**config.mk**
```make
export PLATFORM = sky130hd
export DESIGN_NAME = irq_nest_arb
export DESIGN_NICKNAME = d
export VERILOG_FILES = /design/src/rtl/irq_arb_pkg.sv /design/src/rtl/irq_cfg_regs.sv /design/src/rtl/irq_level_pick.sv /design/src/rtl/irq_svc_stack.sv /design/src/rtl/irq_nest_arb.sv
export SDC_FILE = /design/constraint.sdc
export NUM_CORES = 1
export LEC_CHECK = 0
export ABC_AREA = 1
export CORE_AREA = 2 2 50 99
export DETAILED_ROUTE_END_ITERATION = 12
export DIE_AREA = 0 0 52 101
export GPL_TIMING_DRIVEN = 0
export PLACE_DENSITY = 0.84
export SYNTH_ARGS = -nofsm -noshare
export SYNTH_HDL_FRONTEND = slang
export SYNTH_SLANG_ARGS = --single-unit
```
**constraint.sdc**
```tcl
create_clock -name clk -period 0.98 [get_ports clk]
set_input_delay 0.147 -clock clk [delete_from_list [all_inputs] [get_ports clk]]
set_output_delay 0.147 -clock clk [all_outputs]
set_load 0.03 [all_outputs]
```
**src/rtl/irq_arb_pkg.sv**
```systemverilog
package irq_arb_pkg;
  localparam int CFG_SEL_W = 2;

  typedef enum logic [CFG_SEL_W-1:0] {
    SEL_ENABLE  = 2'd0,
    SEL_PRIO_LO = 2'd1,
    SEL_PRIO_HI = 2'd2,
    SEL_NONE    = 2'd3
  } cfg_sel_e;
endpackage

```
**src/rtl/irq_cfg_regs.sv**
```systemverilog
module irq_cfg_regs
  import irq_arb_pkg::*;
#(
  parameter int NUM_SRC = 7,
  parameter int LVL_W   = 2
) (
  input  logic                             clk,
  input  logic                             rst_n,
  input  logic                             cfg_we,
  input  logic [CFG_SEL_W-1:0]             cfg_sel,
  input  logic [NUM_SRC:0]                 cfg_wdata,
  output logic                             glb_en,
  output logic [NUM_SRC-1:0]               src_en,
  output logic [NUM_SRC-1:0][LVL_W-1:0]    src_lvl
);
  localparam int REG_W = NUM_SRC + 1;

  logic [REG_W-1:0]              en_q;
  logic                          en_ld;
  logic [LVL_W-1:0][NUM_SRC-1:0] prio_q;
  logic [LVL_W-1:0]              prio_ld;

  // load enables
  always_comb begin
    en_ld = cfg_we && (cfg_sel == SEL_ENABLE);
    for (int b = 0; b < LVL_W; b++) begin
      prio_ld[b] = cfg_we && (cfg_sel == CFG_SEL_W'(b + 1));
    end
  end

  always_ff @(posedge clk or negedge rst_n) begin
    if (!rst_n) begin
      en_q <= '0;
    end else if (en_ld) begin
      en_q <= cfg_wdata;
    end
  end

  for (genvar b = 0; b < LVL_W; b++) begin : g_prio
    always_ff @(posedge clk or negedge rst_n) begin
      if (!rst_n) begin
        prio_q[b] <= '0;
      end else if (prio_ld[b]) begin
        prio_q[b] <= cfg_wdata[NUM_SRC-1:0];
      end
    end
  end

  assign glb_en = en_q[NUM_SRC];
  assign src_en = en_q[NUM_SRC-1:0];

  for (genvar i = 0; i < NUM_SRC; i++) begin : g_lvl
    for (genvar b = 0; b < LVL_W; b++) begin : g_bit
      assign src_lvl[i][b] = prio_q[b][i];
    end
  end

  AST_RSVD_SEL_IGNORED: assert property (@(posedge clk) disable iff (!rst_n)
    (cfg_we && cfg_sel == SEL_NONE) |=> ($stable(en_q) && $stable(prio_q)));
endmodule

```
**src/rtl/irq_level_pick.sv**
```systemverilog
module irq_level_pick #(
  parameter int NUM_SRC = 7,
  parameter int LVL_W   = 2
) (
  input  logic [NUM_SRC-1:0]             cand,
  input  logic [NUM_SRC-1:0][LVL_W-1:0]  src_lvl,
  input  logic                           floor_vld,
  input  logic [LVL_W-1:0]               floor_lvl,
  output logic                           win_vld,
  output logic [$clog2(NUM_SRC)-1:0]     win_idx,
  output logic [LVL_W-1:0]               win_lvl
);
  localparam int NUM_LVL = 1 << LVL_W;
  localparam int IDX_W   = $clog2(NUM_SRC);

  logic [NUM_LVL-1:0][NUM_SRC-1:0] lvl_hit;

  // a source counts at its level only if that level beats the floor
  for (genvar lv = 0; lv < NUM_LVL; lv++) begin : g_lv
    for (genvar i = 0; i < NUM_SRC; i++) begin : g_src
      assign lvl_hit[lv][i] = cand[i] && (src_lvl[i] == LVL_W'(lv)) &&
                              (!floor_vld || (LVL_W'(lv) > floor_lvl));
    end
  end

  always_comb begin
    win_vld = 1'b0;
    win_lvl = '0;
    for (int lv = 0; lv < NUM_LVL; lv++) begin
      if (|lvl_hit[lv]) begin
        win_vld = 1'b1;
        win_lvl = LVL_W'(lv);
      end
    end
    win_idx = '0;
    for (int i = NUM_SRC - 1; i >= 0; i--) begin
      if (lvl_hit[win_lvl][i]) begin
        win_idx = IDX_W'(i);
      end
    end
  end
endmodule

```
**src/rtl/irq_svc_stack.sv**
```systemverilog
module irq_svc_stack #(
  parameter int LVL_W = 2
) (
  input  logic                      clk,
  input  logic                      rst_n,
  input  logic                      grant,
  input  logic [LVL_W-1:0]          grant_lvl,
  input  logic                      reti,
  output logic                      top_vld,
  output logic [LVL_W-1:0]          top_lvl
);
  localparam int NUM_LVL = 1 << LVL_W;

  logic [NUM_LVL-1:0] svc_q;
  logic [NUM_LVL-1:0] svc_d;
  logic               svc_ld;

  always_comb begin
    top_vld = |svc_q;
    top_lvl = '0;
    for (int l = 0; l < NUM_LVL; l++) begin
      if (svc_q[l]) top_lvl = LVL_W'(l);
    end
  end

  // pop first, then push, so a same-cycle grant always survives
  always_comb begin
    svc_d  = svc_q;
    svc_ld = reti || grant;
    if (reti && top_vld) svc_d[top_lvl] = 1'b0;
    if (grant)           svc_d[grant_lvl] = 1'b1;
  end

  always_ff @(posedge clk or negedge rst_n) begin
    if (!rst_n) begin
      svc_q <= '0;
    end else if (svc_ld) begin
      svc_q <= svc_d;
    end
  end

  AST_RETI_POPS_ONE: assert property (@(posedge clk) disable iff (!rst_n)
    (reti && !grant && (|svc_q)) |=> ($countones(svc_q) == $countones($past(svc_q)) - 1));
  AST_GRANT_MARKS_LEVEL: assert property (@(posedge clk) disable iff (!rst_n)
    grant |=> svc_q[$past(grant_lvl)]);
endmodule

```
**src/rtl/irq_nest_arb.sv**
```systemverilog
module irq_nest_arb
  import irq_arb_pkg::*;
#(
  parameter int NUM_SRC = 7,
  parameter int LVL_W   = 2
) (
  input  logic                         clk,
  input  logic                         rst_n,
  input  logic                         cfg_we,
  input  logic [1:0]                   cfg_sel,
  input  logic [NUM_SRC:0]             cfg_wdata,
  input  logic [NUM_SRC-1:0]           src_req,
  input  logic                         vec_ack,
  input  logic                         reti,
  output logic                         vec_req,
  output logic [$clog2(NUM_SRC)-1:0]   vec_idx
);
  localparam int IDX_W = $clog2(NUM_SRC);

  // reset: asserted asynchronously, released after two clocks
  logic [1:0] rst_pipe;
  logic       rst_int_n;

  always_ff @(posedge clk or negedge rst_n) begin
    if (!rst_n) rst_pipe <= '0;
    else        rst_pipe <= {rst_pipe[0], 1'b1};
  end
  assign rst_int_n = rst_pipe[1];

  logic                          glb_en;
  logic [NUM_SRC-1:0]            src_en;
  logic [NUM_SRC-1:0][LVL_W-1:0] src_lvl;
  logic [NUM_SRC-1:0]            cand;
  logic                          top_vld;
  logic [LVL_W-1:0]              top_lvl;
  logic                          win_vld;
  logic [IDX_W-1:0]              win_idx;
  logic [LVL_W-1:0]              win_lvl;

  irq_cfg_regs #(.NUM_SRC(NUM_SRC), .LVL_W(LVL_W)) u_regs (
    .clk       (clk),
    .rst_n     (rst_int_n),
    .cfg_we    (cfg_we),
    .cfg_sel   (cfg_sel),
    .cfg_wdata (cfg_wdata),
    .glb_en    (glb_en),
    .src_en    (src_en),
    .src_lvl   (src_lvl)
  );

  assign cand = src_req & src_en & {NUM_SRC{glb_en}};

  irq_level_pick #(.NUM_SRC(NUM_SRC), .LVL_W(LVL_W)) u_pick (
    .cand      (cand),
    .src_lvl   (src_lvl),
    .floor_vld (top_vld),
    .floor_lvl (top_lvl),
    .win_vld   (win_vld),
    .win_idx   (win_idx),
    .win_lvl   (win_lvl)
  );

  logic             req_q, req_d;
  logic [IDX_W-1:0] idx_q, idx_d;
  logic [LVL_W-1:0] lvl_q, lvl_d;
  logic             raise, grant, req_ld;

  assign raise = !req_q && win_vld;
  assign grant = req_q && vec_ack;

  irq_svc_stack #(.LVL_W(LVL_W)) u_svc (
    .clk       (clk),
    .rst_n     (rst_int_n),
    .grant     (grant),
    .grant_lvl (lvl_q),
    .reti      (reti),
    .top_vld   (top_vld),
    .top_lvl   (top_lvl)
  );

  always_comb begin
    req_ld = raise || grant;
    req_d  = req_q;
    idx_d  = idx_q;
    lvl_d  = lvl_q;
    if (raise) begin
      req_d = 1'b1;
      idx_d = win_idx;
      lvl_d = win_lvl;
    end else if (grant) begin
      req_d = 1'b0;
    end
  end

  always_ff @(posedge clk or negedge rst_int_n) begin
    if (!rst_int_n) begin
      req_q <= 1'b0;
      idx_q <= '0;
      lvl_q <= '0;
    end else if (req_ld) begin
      req_q <= req_d;
      idx_q <= idx_d;
      lvl_q <= lvl_d;
    end
  end

  assign vec_req = req_q;
  assign vec_idx = idx_q;

  AST_HOLD_UNTIL_ACK: assert property (@(posedge clk) disable iff (!rst_int_n)
    (vec_req && !vec_ack) |=> (vec_req && $stable(vec_idx)));
  AST_DROP_ON_ACK: assert property (@(posedge clk) disable iff (!rst_int_n)
    (vec_req && vec_ack) |=> !vec_req);
  AST_PREEMPT_ONLY_HIGHER: assert property (@(posedge clk) disable iff (!rst_int_n)
    vec_req |-> (!top_vld || (lvl_q > top_lvl)));
  AST_GLOBAL_GATE: assert property (@(posedge clk) disable iff (!rst_int_n)
    $rose(vec_req) |-> $past(glb_en));
endmodule

```
==> out/summary.txt <==
Final Hold Viols -> 0
Power Density -> 2090 nW/um^2
Clock Tree Buf Depth -> 2
WL final -> 7500 microns
vias per inst -> 5.78
initial antenna violation count -> 0
CTS tree -> built
clock-pin slew on the worst setup and hold paths -> 0.08 ns
Inserted Clock Buffers -> 5
TritonRoute pass-1 iters -> 5
fin crit share -> 2.15
wire per inst -> 16.8 microns
CP Data Required Time -> 1.22 ns
post-route cell area -> 3290 sq um
Crit-path slowest cell -> dfrtp_2
max incr delay on CP -> 0.43 ns
worst path cell trace -> buf_6 > nand3_1 > nor3_1 > o21ai_0 > nand4_2 > nand2_4 > nor2_1 > nand2_1 > nor3_2 > nand2_1 > nand2_1
DP Area -> 2580 sq um
DP HPWL -> 4510 microns
# setup viols final -> 14
P&R area growth vs syn -> 46.7%
Final Util -> 0.729
total gr overflow -> 0
first-pass GRT wire length -> 11,400 microns
Yosys reg bits -> 34
DRC viols -> 0
Finished Layout Cells -> 445
H-tree lvl count -> 2
Period minus WS final -> 2.11 ns
DR iter-0 viols -> 175
CP Launch Type -> register
failing checks -> negative setup slack
total power -> 6.86 mW
Initial Util -> 0.497
crit path kind -> reg -> reg
total track usage -> 0.292
Core ar. -> 4510 sq um
worst skew pair latency -> 0.30 ns
Synth Instances -> 328
Die ar. -> 5250 sq um
number of fill cells -> 318
final worst setup slack -> -1.13 ns
setup TNS -> -7.21 ns
layout cells sized above 1 -> 0.318
layout net count -> 411
leakage power -> 1.62 nW
worst reg2reg path startpoint -> u_regs.en_q[7]$_DFFE_PN0P_
max-slew violation count -> 0
Routed Antenna Nets -> 0
Arr. time, crit path -> 2.35 ns
Yosys cell types -> 33
most frequent cells in the layout -> 95 x nand2_1, 31 x inv_1, 31 x dfrtp_1, 29 x nor2_1, 22 x o21ai_0
# IOs -> 26
sequential element share of the synthesized area -> 0.380
Vias -> 2,570
Min-Delay Path Class -> in -> async
Max Clk Rate -> 474 MHz
Die W -> 52 microns
clock sink count -> 34
syn_area_per_cell -> 6.83 sq um
Setup crit end kind -> register
RSZ-0062 raised after global routing -> true
syn_nets -> 350
Die Y -> 101 microns
vias in the first global route -> 2,490
start point of the critical path -> u_regs.en_q[7]$_DFFE_PN0P_
Root Buffer -> clkbuf_8
# port buffers -> 25
# Max-Cap Violations -> 0
CP most frequent cell -> nand2_1
Max VDD drop -> 1.99 mV
largest net degree at the start of global routing -> 33
Ant. Diodes -> 0
critical path fanouts, max -> 5
commonest non-fill, non-tap cell in the layout -> nand2_1
GP Congestion -> 0.933
Placed Cells incl. Taps -> 408
yosys warns -> 0
synthesized cell area -> 2240 sq um
clock skew -> 0.00354 ns
floorplan row count -> 35
status -> finished with violations
## area by class of cell
class	instances	area (sq um)	area share
Buffer	5	63.8	0.0194
Clock buffer	5	68.8	0.0209
Clock inverter	3	68.8	0.0209
Inverter	39	171	0.0522
Multi-Input combinational cell	251	1490	0.454
Sequential cell	34	857	0.261
Tap cell	55	68.8	0.0209
Timing Repair Buffer	52	489	0.149
Timing Repair inverter	1	6.26	0.00190
## power by group
group | internal, mW | switching (mW)
Sequential | 1.69 | 0.383
Clock | 1.02 | 0.597
Combinational | 1.31 | 1.86
## layer usage
layer	up-vias	global-route usage	wire, microns
li1	1170	-	-
met1	1216	0.323	2700
met2	136	0.492	3940
met3	48	0.0430	423
met4	0	0.206	432
met5	-	0	0
## flip-flops by register name, indices dropped and copies added (netlist names)
name	flops
rst_pipe	2
vec_idx	3
u_regs.en_q	8
u_regs.src_lvl	14
lvl_q	2
vec_req	1
u_svc.svc_q	4
## final timing paths
kind                                               to  slack (ns)  cells after the start
min in group clk                rst_pipe[1]$_DFF_PN0_        0.35                      0
max                            vec_idx[1]$_DFFE_PN0P_       -1.13                     11
min                             rst_pipe[1]$_DFF_PN0_       0.006                      1
max reg2reg                    vec_idx[1]$_DFFE_PN0P_       -1.13                     11
max in group asynchronous  u_regs.en_q[7]$_DFFE_PN0P_        0.36                      0
min reg2reg                    vec_idx[0]$_DFFE_PN0P_        0.27                      0
## kinds of logic (layout without fill, tap and decap cells)
family | after synthesis | count (layout) | share of synthesized area
DFF | 34 | 34 | 0.380
muxes | 1 | 1 | 0.00502
buffers and inverters | 44 | 105 | 0.0832
other | 1 | 1 | 0.00167
and+or+nand+nor | 206 | 207 | 0.426
AOI/OAI and AO/OA | 42 | 42 | 0.104
## critical path: cells and delay by family (launching register included)
kind / cells / cell delay (ns)
buf+inv: 1 / 0.15
simple gates: 9 / 1.22
flops: 1 / 0.43
compound gates: 1 / 0.24
## Yosys cell counts
| master | n | share of area |
|---|---|---|
| nand2_1 | 103 | 0.17 |
| nor2_1 | 40 | 0.067 |
| inv_1 | 35 | 0.059 |
| dfrtp_1 | 34 | 0.38 |
| o21ai_0 | 30 | 0.067 |
| nand3_1 | 27 | 0.060 |
| nor3_1 | 7 | 0.016 |
| nand2_2 | 6 | 0.017 |
| nand2_4 | 5 | 0.025 |
| nor2_2 | 5 | 0.014 |
| a21oi_1 | 3 | 0.0067 |
| clkbuf_1 | 3 | 0.0050 |
| nand4_1 | 3 | 0.0084 |
| o21ai_1 | 3 | 0.0067 |
| inv_2 | 2 | 0.0034 |
| nor2_4 | 2 | 0.010 |
| nor3_2 | 2 | 0.0089 |
| nor4_1 | 2 | 0.0056 |
| o31ai_1 | 2 | 0.0067 |
| a21oi_4 | 1 | 0.0073 |
| and2_1 | 1 | 0.0028 |
| buf_4 | 1 | 0.0034 |
| buf_6 | 1 | 0.0050 |
| clkinv_4 | 1 | 0.0039 |
| conb_1 | 1 | 0.0017 |
| inv_6 | 1 | 0.0039 |
| mux2_2 | 1 | 0.0050 |
| nand2_8 | 1 | 0.0089 |
| nand3_2 | 1 | 0.0045 |
| nand4_2 | 1 | 0.0056 |
| o211ai_1 | 1 | 0.0034 |
| o21ai_2 | 1 | 0.0039 |
| o22ai_1 | 1 | 0.0028 |
## per-stage QoR
step	setup slack (ns)	hold slack (ns)
2_1_floorplan	-0.799	-0.149
3_3_place_gp	-1.17	0.314
3_5_place_dp	-1.24	0.325
4_1_cts	-1.04	0.00673
5_1_grt	-1.31	-0.000256
6_report	-1.13	0.00562
## repair_timing
| item | 4_1_cts | 5_1_grt |
|---|---|---|
| resized for setup | 76 | 53 |
| pin swaps | 18 | 24 |
| cloned | 3 | 0 |
| setup buffers | 14 | 12 |
| endpoints found under the setup margin | 34 | 15 |
| hold buffers | 0 | 0 |
(Power assumes the default switching activity.)
